==> src/rtl/pwr_req_arbiter.sv <==
module pwr_req_arbiter #(
  parameter int TICK_CYCLES = 32000,
  parameter int BOOT_MS     = 10,
  parameter int LONG_MS     = 8000,
  parameter int RST_MS      = 30
) (
  input  logic clk,
  input  logic rst_n,
  input  logic plat_off,
  input  logic btn_pressed,
  input  logic lid_open,
  input  logic warm_req,
  input  logic shdn_req_n,
  input  logic boot_ack,
  input  logic shdn_ack,
  output logic boot_req,
  output logic force_off,
  output logic shdn_pending,
  output logic boot_flag,
  output logic sys_rst_n
);

  localparam int BOOT_CYC = BOOT_MS * TICK_CYCLES;
  localparam int LONG_CYC = LONG_MS * TICK_CYCLES;
  localparam int RST_CYC  = RST_MS * TICK_CYCLES;
  localparam int BW = $clog2(BOOT_CYC + 1);
  localparam int LW = $clog2(LONG_CYC + 1);
  localparam int RW = $clog2(RST_CYC + 1);
  localparam logic [BW-1:0] BOOT_LAST = BW'(BOOT_CYC - 1);
  localparam logic [LW-1:0] LONG_LAST = LW'(LONG_CYC - 1);
  localparam logic [RW-1:0] RST_LAST  = RW'(RST_CYC - 1);

  logic btn_q, lid_q, warm_q, shdn_q;
  logic boot_arm, long_arm, rst_act, reboot_seen;
  logic [BW-1:0] boot_cnt;
  logic [LW-1:0] long_cnt;
  logic [RW-1:0] rst_cnt;

  wire press       = btn_pressed & ~btn_q;
  wire lid_rise    = lid_open & ~lid_q;
  wire warm_take   = warm_req & ~warm_q & ~rst_act;
  wire shdn_fall   = ~shdn_req_n & shdn_q;
  wire shdn_edge   = shdn_req_n ^ shdn_q;
  wire held        = btn_pressed & ~press;
  wire boot_hit    = held & boot_arm & (boot_cnt == BOOT_LAST);
  wire long_hit    = held & long_arm & (long_cnt == LONG_LAST);
  wire boot_now    = boot_hit | (lid_rise & plat_off);
  wire shdn_take   = shdn_fall & ~reboot_seen & ~warm_take;

  assign sys_rst_n = ~rst_act;

  always_ff @(posedge clk or negedge rst_n) begin
    if (!rst_n) begin
      btn_q  <= 1'b1;
      lid_q  <= 1'b1;
      warm_q <= 1'b1;
      shdn_q <= 1'b0;
    end else begin
      btn_q  <= btn_pressed;
      lid_q  <= lid_open;
      warm_q <= warm_req;
      shdn_q <= shdn_req_n;
    end
  end

  always_ff @(posedge clk or negedge rst_n) begin
    if (!rst_n) begin
      boot_arm <= 1'b0;
      boot_cnt <= '0;
    end else if (press) begin
      boot_arm <= plat_off;
      boot_cnt <= '0;
    end else if (!btn_pressed || boot_hit) begin
      boot_arm <= 1'b0;
    end else if (boot_arm) begin
      boot_cnt <= boot_cnt + 1'b1;
    end
  end

  always_ff @(posedge clk or negedge rst_n) begin
    if (!rst_n) begin
      long_arm <= 1'b0;
      long_cnt <= '0;
    end else if (press) begin
      long_arm <= 1'b1;
      long_cnt <= '0;
    end else if (!btn_pressed || long_hit) begin
      long_arm <= 1'b0;
    end else if (long_arm) begin
      long_cnt <= long_cnt + 1'b1;
    end
  end

  always_ff @(posedge clk or negedge rst_n) begin
    if (!rst_n) begin
      rst_act <= 1'b0;
      rst_cnt <= '0;
    end else if (warm_take) begin
      rst_act <= 1'b1;
      rst_cnt <= '0;
    end else if (rst_act) begin
      if (rst_cnt == RST_LAST) rst_act <= 1'b0;
      else                     rst_cnt <= rst_cnt + 1'b1;
    end
  end

  always_ff @(posedge clk or negedge rst_n) begin
    if (!rst_n)         reboot_seen <= 1'b0;
    else if (shdn_edge) reboot_seen <= 1'b0;
    else if (warm_take) reboot_seen <= 1'b1;
  end

  always_ff @(posedge clk or negedge rst_n) begin
    if (!rst_n) begin
      boot_req     <= 1'b0;
      force_off    <= 1'b0;
      shdn_pending <= 1'b0;
      boot_flag    <= 1'b0;
    end else begin
      boot_req  <= boot_now;
      force_off <= long_hit;
      if (long_hit || shdn_take)     shdn_pending <= 1'b1;
      else if (boot_now || shdn_ack) shdn_pending <= 1'b0;
      if (boot_now)      boot_flag <= 1'b1;
      else if (boot_ack) boot_flag <= 1'b0;
    end
  end

endmodule

==> config.mk <==
export PLATFORM = sky130hd
export DESIGN_NAME = pwr_req_arbiter
export DESIGN_NICKNAME = d
export VERILOG_FILES = /design/src/rtl/pwr_req_arbiter.sv
export SDC_FILE = /design/constraint.sdc
export NUM_CORES = 1
export LEC_CHECK = 0
export BUFFER_PORTS_ARGS = -buffer_cell sky130_fd_sc_hd__buf_2
export CELL_PAD_IN_SITES_DETAIL_PLACEMENT = 0
export CELL_PAD_IN_SITES_GLOBAL_PLACEMENT = 1
export CORE_MARGIN = 2
export CORE_UTILIZATION = 54
export CTS_BUF_LIST = sky130_fd_sc_hd__clkbuf_8
export DETAILED_ROUTE_END_ITERATION = 7
export PLACE_DENSITY = 0.94
export SLEW_MARGIN = 20
export SYNTH_ARGS = -nofsm -noshare
export SYNTH_HDL_FRONTEND = slang
export SYNTH_SLANG_ARGS = --single-unit
==> constraint.sdc <==
create_clock -name clk -period 3 [get_ports clk]
set_input_delay 0.15 -clock clk [delete_from_list [all_inputs] [get_ports clk]]
set_output_delay 0.15 -clock clk [all_outputs]
set_load 0.005 [all_outputs]
==> metrics.yaml <==
finalHoldWorstSlack_ns: 0.0314
startpoint_type: "flop"
hold_buffers: 5
top_regs: "long_cnt (28), rst_cnt (20), boot_cnt (19)"
p_per_area_nw_per_um2: 497
insertion_delay_ns: 0.35
root_buffer: "clkbuf_8"
coreArea_um2: 7650
grt_pass1_wl_um: 16000
tritoncts: "done"
ys_seq_area_share_pct: 47.1
io_buffers: 13
fin_skew_ns: 0.00889
ys_types: 58
grt_pass1_vias: 3429
top_layer: "met4"
post-route-util_pct: 60.4
grt_max_degree: 80
n_antenna_cell: 0
slew_violations: 0
regMostFlops: "long_cnt"
vias_per_cell: 6.13
p_total_mw: 2.29
drv_cap: 0
largest_reg_flops: 28
fin_cells: 577
peakVddDrop_mv: 0.287
dp.cells: 557
status: "finished, final reports clean"
rsz0062_at_grt: "no"
gr-total-overflow: 0
synth_seq_cells: 79
dr_wl_met3_um: 363
dieArea_um2: 8510
cts_setup_buffers: 0
yosys.area.top_type: "dfrtp_1"
gp_congestion: 0.842
drtIter0Drc: 223
avgSynthCellArea_um2: 9.27
post_cts_resized: 0
synthTopCellsByCount: "dfrtp_1, nand2_1, a21oi_1"
drc_errors: 0
track_usage_pct: 23.1
yosysWarnings: 0
synth-edff-count: 0
cp_max_fo: 17
postSynthCellCount: 454
power.leakage_nw: 1.86
fin_crit_ns: 2.32
syn_area_um2: 4210
wl_met2_um: 4180
synth_top_area_share_pct: 45.2
h-tree-depth: 3
setup_tns_ns: 0
fp.dieW_um: 92.3
syn-num-nets: 467
worst_pin_slew_ns: 0.978
cts.clk_slew.worst_paths_ns: 0.08
cp.required_ns: 3.23
crit_type: "flop to flop"
yosys.cell_count.top_type: "dfrtp_1"
min_path_type: "input pin to flop"
final_hold_viol_count: 0
cts_sinks: 79
synth_area_leaders: "dfrtp_1, nand2_1, a21oi_1, nand3_1, o21ai_0"
ant_nets: 0
die_h_um: 92.3
nets: 484
antenna_found_initial: 0
cts_max_path_buffers: 2
worstSetupEndpointType: "flop"
num_rows: 32
routed_wl_um: 9060
slew_headroom_pct: 34.8
io_pins: 14
synth_flop_cell: "dfrtp_1"
setup_viol: 0
cts_buffers: 9
drive_above_1_share_pct: 10.5
worstPathArrival_ns: 2.55
post_drt_wl_per_cell_um: 15.7
wl_met1_um: 4350
syn_to_final_growth_pct: 9.72
fmax_mhz: 432
finalCritPeriodShare_pct: 77.2
dpl.hpwl_um: 5990
dr_total_vias: 3535
async_flop_share_pct: 100
initial_utilization_pct: 55.0
drt_pass1_iterations: 5
## metrics by stage
step	worst slack (ns)	area [um^2]
finish	0.683	4620
floorplan	1.02	4210
global route	0.498	4620
global placement	0.778	4350
detailed placement	0.705	4350
CTS	0.706	4610
## cells in the final DEF, fill, tap and decap left out, drive strengths merged, types with 4 or more instances in the layout
master and count:
dfrtp 76, nand2 53, o21ai 38, a21oi 36, nor2 31, nand3 28, inv 16, nand4 16
buf 16, or3 14, xnor2 12, nor3 11, clkbuf 10, nor4 10, a31oi 9, and3 8
mux2i 8, or4 8, and4 6, dlygate4sd3 5, xor2 4, o211ai 4, a41oi 4, ha 4
or4b 4
## final cells by class
class,count,area (um^2)
well taps,102,128
fillers,660,3030
inverters,15,56.3
clock buffers,10,138
multi-input cells,345,2100
flip-flops and latches,79,1980
repair buffers,21,144
clock inverters,5,73.8
## worst max-delay path, stage by stage (launching register included)
cell	delay, ns
dfrtp_1	0.37
ha_1	0.26
nand4_4	0.19
or4_4	0.58
o21ai_2	0.52
or4b_1	0.21
a21oi_1	0.07
## where the power goes
part	internal, mW	switching, mW	leakage (nW)
logic	0.0913	0.125	0.711
clock network	0.481	0.383	0.113
registers	1.14	0.0779	1.04
## layer usage
metal  vias up  global-route usage [%]
li1       1716                       -
met1      1716                    32.9
met2        91                    35.0
met3        12                    3.53
met4         0                    10.6
met5         -                       0
## cell families (layout without fill, tap and decap cells)
logic type,count (synthesis),in the layout,synth area share [%]
flip-flops,79,79,47.1
multiplexers,8,8,1.90
AO/OA/AOI/OAI,109,109,15.4
AND/OR/NAND/NOR,208,208,28.0
buffers and inverters,30,51,3.09
XOR/XNOR,16,16,3.33
adder cells (fa/ha/maj),4,4,1.19
## final timing paths
path / from / slack, ns / to / cells after the start
worst max-delay path: long_cnt[1] / 0.68 / long_cnt[17] / 6
worst min-delay path: plat_off / 0.03 / boot_arm / 3
worst max register to register: long_cnt[1] / 0.68 / long_cnt[17] / 6
worst min register to register: boot_flag / 0.48 / boot_flag / 1
max in group asynchronous: rst_n / 2.12 / boot_cnt[3] / 2
min in group asynchronous: rst_n / 0.39 / rst_act / 2
No activity file was read; power rests on OpenSTA's default activity.
